==> config.mk <==
export PLATFORM = sky130hd
export DESIGN_NAME = can_rx_dual_buf
export DESIGN_NICKNAME = d
export VERILOG_FILES = /design/src/rtl/rxb_pkg.sv /design/src/rtl/rxb_store.sv /design/src/rtl/rxb_pick.sv /design/src/rtl/rxb_flags.sv /design/src/rtl/can_rx_dual_buf.sv
export SDC_FILE = /design/constraint.sdc
export NUM_CORES = 1
export LEC_CHECK = 0
export ABC_AREA = 1
export BUFFER_PORTS_ARGS = -buffer_cell sky130_fd_sc_hd__buf_2
export CORE_MARGIN = 3
export CORE_UTILIZATION = 55
export CTS_BUF_LIST = sky130_fd_sc_hd__clkbuf_8
export CTS_CLUSTER_DIAMETER = 40
export DETAILED_ROUTE_END_ITERATION = 8
export GPL_ROUTABILITY_DRIVEN = 1
export PLACE_DENSITY = 0.92
export SETUP_SLACK_MARGIN = 0.1
export SLEW_MARGIN = 20
export SYNTH_ARGS = -nofsm -noshare
export SYNTH_HDL_FRONTEND = slang
export SYNTH_SLANG_ARGS = --single-unit
==> constraint.sdc <==
create_clock -name clk -period 3.89 [get_ports clk]
set_clock_uncertainty 0.15 [all_clocks]
set_input_delay 0.389 -clock clk [delete_from_list [all_inputs] [get_ports clk]]
set_output_delay 0.389 -clock clk [all_outputs]
set_load 0.01 [all_outputs]
==> src/rtl/rxb_pkg.sv <==
package rxb_pkg;
  typedef enum logic {
    ENT_RX  = 1'b0,
    ENT_OWN = 1'b1
  } ent_kind_e;

  function automatic int unsigned idx_bits(input int unsigned n);
    return (n <= 1) ? 1 : $clog2(n);
  endfunction
endpackage

==> src/rtl/rxb_store.sv <==
module rxb_store
  import rxb_pkg::*;
#(
  parameter int unsigned DATA_W = 8,
  parameter int unsigned NBUF   = 2
) (
  input  logic              clk,
  input  logic              rst_n,
  input  logic              push,
  input  ent_kind_e         push_kind,
  input  logic [DATA_W-1:0] push_data,
  input  logic [NBUF-1:0]   rm_mask,
  input  logic              promote,
  output logic [NBUF-1:0]   slot_vld,
  output logic [NBUF-1:0]   slot_own,
  output logic [DATA_W-1:0] slot_data [NBUF],
  output logic              full
);
  localparam int unsigned CNT_W = $clog2(NBUF + 1);

  logic [NBUF-1:0]   vld_q, vld_d;
  logic [NBUF-1:0]   own_q, own_d;
  logic [DATA_W-1:0] dat_q [NBUF];
  logic [DATA_W-1:0] dat_d [NBUF];
  logic [CNT_W-1:0]  k;

  assign full = &vld_q;

  // Compact surviving entries toward slot 0 (oldest), then append.
  always_comb begin
    vld_d = '0;
    own_d = '0;
    for (int i = 0; i < NBUF; i++) dat_d[i] = dat_q[i];
    k = '0;
    for (int i = 0; i < NBUF; i++) begin
      if (vld_q[i] && !rm_mask[i]) begin
        for (int j = 0; j < NBUF; j++) begin
          if (k == CNT_W'(j)) begin
            vld_d[j] = 1'b1;
            own_d[j] = own_q[i] && !promote;
            dat_d[j] = dat_q[i];
          end
        end
        k = k + CNT_W'(1);
      end
    end
    if (push && !full) begin
      for (int j = 0; j < NBUF; j++) begin
        if (k == CNT_W'(j)) begin
          vld_d[j] = 1'b1;
          own_d[j] = (push_kind == ENT_OWN);
          dat_d[j] = push_data;
        end
      end
    end
  end

  always_ff @(posedge clk) begin
    if (!rst_n) begin
      vld_q <= '0;
      own_q <= '0;
    end else begin
      vld_q <= vld_d;
      own_q <= own_d;
    end
  end

  generate
    for (genvar g = 0; g < NBUF; g++) begin : g_slot
      always_ff @(posedge clk) begin
        if (vld_d[g]) dat_q[g] <= dat_d[g];
      end
      assign slot_data[g] = dat_q[g];
    end
  endgenerate

  assign slot_vld = vld_q;
  assign slot_own = own_q & vld_q;

  // Input rule: a single own frame in flight.
  assert_one_own_R8: assert property (@(posedge clk) disable iff (!rst_n)
    (push && push_kind == ENT_OWN) |-> (slot_own == '0));
  assert_own_unique_R7: assert property (@(posedge clk) disable iff (!rst_n)
    $countones(slot_own) <= 1);
endmodule

==> src/rtl/rxb_pick.sv <==
module rxb_pick #(
  parameter int unsigned DATA_W = 8,
  parameter int unsigned NBUF   = 2
) (
  input  logic [NBUF-1:0]   slot_vld,
  input  logic [NBUF-1:0]   slot_own,
  input  logic [DATA_W-1:0] slot_data [NBUF],
  output logic              any_rx,
  output logic [NBUF-1:0]   sel,
  output logic [DATA_W-1:0] sel_data
);
  logic [NBUF-1:0] rx_mask;
  assign rx_mask = slot_vld & ~slot_own;
  assign any_rx  = |rx_mask;

  // Lowest index is the oldest visible entry.
  always_comb begin
    sel      = '0;
    sel_data = '0;
    for (int i = NBUF - 1; i >= 0; i--) begin
      if (rx_mask[i]) begin
        sel      = '0;
        sel[i]   = 1'b1;
        sel_data = slot_data[i];
      end
    end
  end
endmodule

==> src/rtl/rxb_flags.sv <==
module rxb_flags (
  input  logic clk,
  input  logic rst_n,
  input  logic ovr_set,
  input  logic ovr_clear,
  input  logic any_rx,
  input  logic irq_en,
  output logic overrun,
  output logic rx_irq
);
  logic ovr_q;

  always_ff @(posedge clk) begin
    if (!rst_n)         ovr_q <= 1'b0;
    else if (ovr_set)   ovr_q <= 1'b1;
    else if (ovr_clear) ovr_q <= 1'b0;
  end

  assign overrun = ovr_q;
  assign rx_irq  = any_rx && irq_en;

  assert_ovr_sticky_R9: assert property (@(posedge clk) disable iff (!rst_n)
    (overrun && !ovr_clear) |=> overrun);
  assert_irq_gated_R10: assert property (@(posedge clk) disable iff (!rst_n)
    $rose(rx_irq) |-> irq_en);
endmodule

==> src/rtl/can_rx_dual_buf.sv <==
module can_rx_dual_buf
  import rxb_pkg::*;
#(
  parameter int unsigned DATA_W = 8,
  parameter int unsigned NBUF   = 2
) (
  input  logic              clk,
  input  logic              rst_n,
  input  logic              in_valid,
  output logic              in_ready,
  input  logic              in_own,
  input  logic [DATA_W-1:0] in_data,
  input  logic              tx_done,
  input  logic              tx_lost,
  output logic              rd_valid,
  input  logic              rd_ready,
  output logic [DATA_W-1:0] rd_data,
  input  logic              ovr_clear,
  input  logic              irq_en,
  output logic              overrun,
  output logic              rx_irq
);
  logic [NBUF-1:0]   slot_vld, slot_own, sel, rm_mask;
  logic [DATA_W-1:0] slot_data [NBUF];
  logic              full, any_rx, release_hs;
  ent_kind_e         kind;

  assign in_ready   = 1'b1;
  assign kind       = in_own ? ENT_OWN : ENT_RX;
  assign release_hs = rd_ready && any_rx;
  assign rm_mask    = (release_hs ? sel : '0) | (tx_done ? slot_own : '0);

  rxb_store #(.DATA_W(DATA_W), .NBUF(NBUF)) u_store (
    .clk(clk), .rst_n(rst_n),
    .push(in_valid), .push_kind(kind), .push_data(in_data),
    .rm_mask(rm_mask), .promote(tx_lost),
    .slot_vld(slot_vld), .slot_own(slot_own), .slot_data(slot_data),
    .full(full)
  );

  rxb_pick #(.DATA_W(DATA_W), .NBUF(NBUF)) u_pick (
    .slot_vld(slot_vld), .slot_own(slot_own), .slot_data(slot_data),
    .any_rx(any_rx), .sel(sel), .sel_data(rd_data)
  );

  rxb_flags u_flags (
    .clk(clk), .rst_n(rst_n),
    .ovr_set(in_valid && full), .ovr_clear(ovr_clear),
    .any_rx(any_rx), .irq_en(irq_en),
    .overrun(overrun), .rx_irq(rx_irq)
  );

  assign rd_valid = any_rx;

  assert_full_drop_R4: assert property (@(posedge clk) disable iff (!rst_n)
    (in_valid && full) |=> overrun);
  assert_rx_store_R2: assert property (@(posedge clk) disable iff (!rst_n)
    (in_valid && !in_own && !full) |=> rd_valid);
  assert_own_hidden_R5: assert property (@(posedge clk) disable iff (!rst_n)
    (in_valid && in_own && !full && !rd_valid && !tx_lost) |=> !rd_valid);
  assert_tx_excl_R8: assert property (@(posedge clk) disable iff (!rst_n)
    !(tx_done && tx_lost));
endmodule

==> flow_summary.ini <==
[placed_design]
place_congestion = 0.791
hpwl_mm = 1.87
post-place-ws_ns = 1.54
io_buffers = 27

[logic_synthesis]
yosysWarnings = 0
synth_common_cells = nand2_1, inv_1, nand3_1
synth_cell_types = 22
synth_top_area_share_pct = 39.9
synth_area_leaders = edfxtp_1, nand2_1, dfxtp_1
syn_area_per_cell_um2 = 8.24
synth_area_um2 = 1200
ys_seq_area_share_pct = 48.2
synthArstFlopShare_pct = 0
synth_flop_cell = edfxtp_1
synth_most_common_cell = nand2_1
yosys.area.top_type = edfxtp_1
syn-num-nets = 166
syn_inst = 146
synth-edff-count = 16
ys_ff_latch = 21

[timing]
tightestPinTransition_ns = 0.597
min_period_ns = 2.41
fin_crit_sh_pct = 61.9
slew_headroom_pct = 60.0
rsz0062_at_grt = false
finalHoldViolCount = 0
worst_slack_ns = 1.48
setup_tns_ns = 0
holdWs_ns = 0.170
drv_slew = 0
max_freq_mhz = 416
final-setup-viol-count = 0

[floorplan]
dieArea_um2 = 2790
num_io_pins = 29
core_um2 = 2020
initial_utilization_pct = 59.5
chipWidth_um = 52.8
die_h_um = 52.8
num_rows = 16

[run]
drv_cap = 0

[clock_tree]
cts_resized = 0
cts_root_buf = clkbuf_8
clockBufferDepth = 2
tritoncts = built
clk_pin_slew_ns = 0.07
clkSinkCount = 21
cts_setup_buffers = 0
cts_hold_buf = 0
h-tree-depth = 1
clk_latency_ns = 0.25
cts_buffers = 3

[cells_and_area]
syn_to_final_growth_pct = 16.1
postLayoutCoreUtil_pct = 69.1
nNetsFinal = 195
drive_gt1_share_pct = 21.8
fill_cells = 164
n_antenna_cell = 0

[hold_path]
min_from = in_data[3]
min_to = u_store.dat_q[0][11]
whs_path_depth = 1
hold_class = primary input to register

[global_route]
antenna_found_initial = 0
grt_pass1_vias = 1012
grt_max_degree = 19
grt_first_pass_wirelength_mm = 4.08
gr-total-overflow = 0
grtUsageTotal_pct = 20.0

[worst_setup_path]
r2r_end = u_store.dat_q[0][7]
startpoint_type = register
critPathCaptureType = register
critical_path_class = register to register
crit_required_ns = 3.66
rr_worst_depth = 6
r2r_setup_slack_ns = 1.48
cp_max_fo = 18
cp_data_arrival_time_ns = 2.18
r2r_start = u_store.slot_vld[0]

[route]
drc_errors = 0
detail_route.wl_per_cell_um = 12.7
num_vias = 1072
ant_nets = 0
via_per_inst = 5.33
drt_first_iter_violations = 53
firstDrtPassIters = 4
wl_mm = 2.54

[outcome]
status = complete, no violations

[pwr]
peakVddDrop_mv = 0.313
p_leak_nw = 0.705
powerDensity_nw_per_um2 = 387
==> placed cells by master, fill, tap and decap left out, drive strengths merged <==
cell type / Yosys / routed
a21oi: 5 / 5
and2: 1 / 1
buf: 4 / 28
clkbuf: 0 / 3
conb: 1 / 1
dfxtp: 5 / 5
edfxtp: 16 / 16
ha: 3 / 3
inv: 27 / 28
nand2: 38 / 38
nand3: 21 / 21
nand3b: 1 / 1
nand4: 8 / 8
nor2: 4 / 4
nor3b: 1 / 1
o21ai: 11 / 11
==> cells by family (layout without fill, tap and decap cells) <==
kind of cell	count (synthesis)	after routing	share of synthesized area, %
and+or+nand+nor	74	74	30.0
other	1	1	0.312
buffers and inverters	31	59	10.7
adders and majority gates	3	3	3.12
DFF	21	21	48.2
AOI/OAI and AO/OA	16	16	7.59
==> worst max path at each step <==
stage	startpoint	end	depth (start not counted)
after global routing	u_store.slot_vld[0]	u_store.dat_q[0][1]	8
after CTS	u_store.slot_vld[0]	u_store.dat_q[0][6]	6
after global placement	tx_done	u_store.dat_q[0][2]	8
final	u_store.slot_vld[0]	u_store.dat_q[0][7]	6
after floorplan	rd_ready	u_store.dat_q[0][10]	7
after detailed placement	tx_done	u_store.dat_q[0][5]	6
==> state kept, by name, summed over array words and instances (netlist names) <==
register / count
u_flags.overrun: 1
u_store.own_q: 2
u_store.dat_q: 16
u_store.slot_vld: 2
==> power by group <==
group | switching [mW] | internal [mW]
logic | 0.0848 | 0.0428
clock network | 0.0652 | 0.0702
registers | 0.00842 | 0.269
==> critical path, stage by stage (launching register included) <==
cell	delay (ns)
dfxtp_1	0.41
nand2_2	0.24
nand2_4	0.23
nand2_1	0.14
ha_1	0.23
nand2_1	0.31
nand2_1	0.36
==> metal layers <==
metal | vias to the layer above | track usage (%) | routed length [um]
li1 | 535 | - | -
met1 | 482 | 24.2 | 973
met2 | 53 | 36.4 | 1350
met3 | 2 | 1.42 | 205
met4 | 0 | 8.09 | 10
met5 | - | 0 | 0
==> area by class of cell <==
type / instances / area (um2) / area share [%]
clock buffer: 3 / 41.3 / 2.95
inverter: 27 / 101 / 7.25
sequential: 21 / 581 / 41.5
multi-input combinational: 94 / 494 / 35.4
timing repair buffer: 28 / 143 / 10.2
clock inverter: 1 / 3.75 / 0.269
tap: 27 / 33.8 / 2.42
==> per-stage QoR <==
| stage | total power, mW | cells | cell area, um2 |
|---|---|---|---|
| after global routing | 0.567 | 201 | 1400 |
| after detailed placement | 0.408 | 197 | 1350 |
| final | 0.541 | 201 | 1400 |
| after CTS | 0.540 | 201 | 1400 |
| after global placement | 0.401 | 197 | 1350 |
| after floorplan | 0.369 | 146 | 1200 |
No activity file was read; power rests on OpenSTA's default activity.
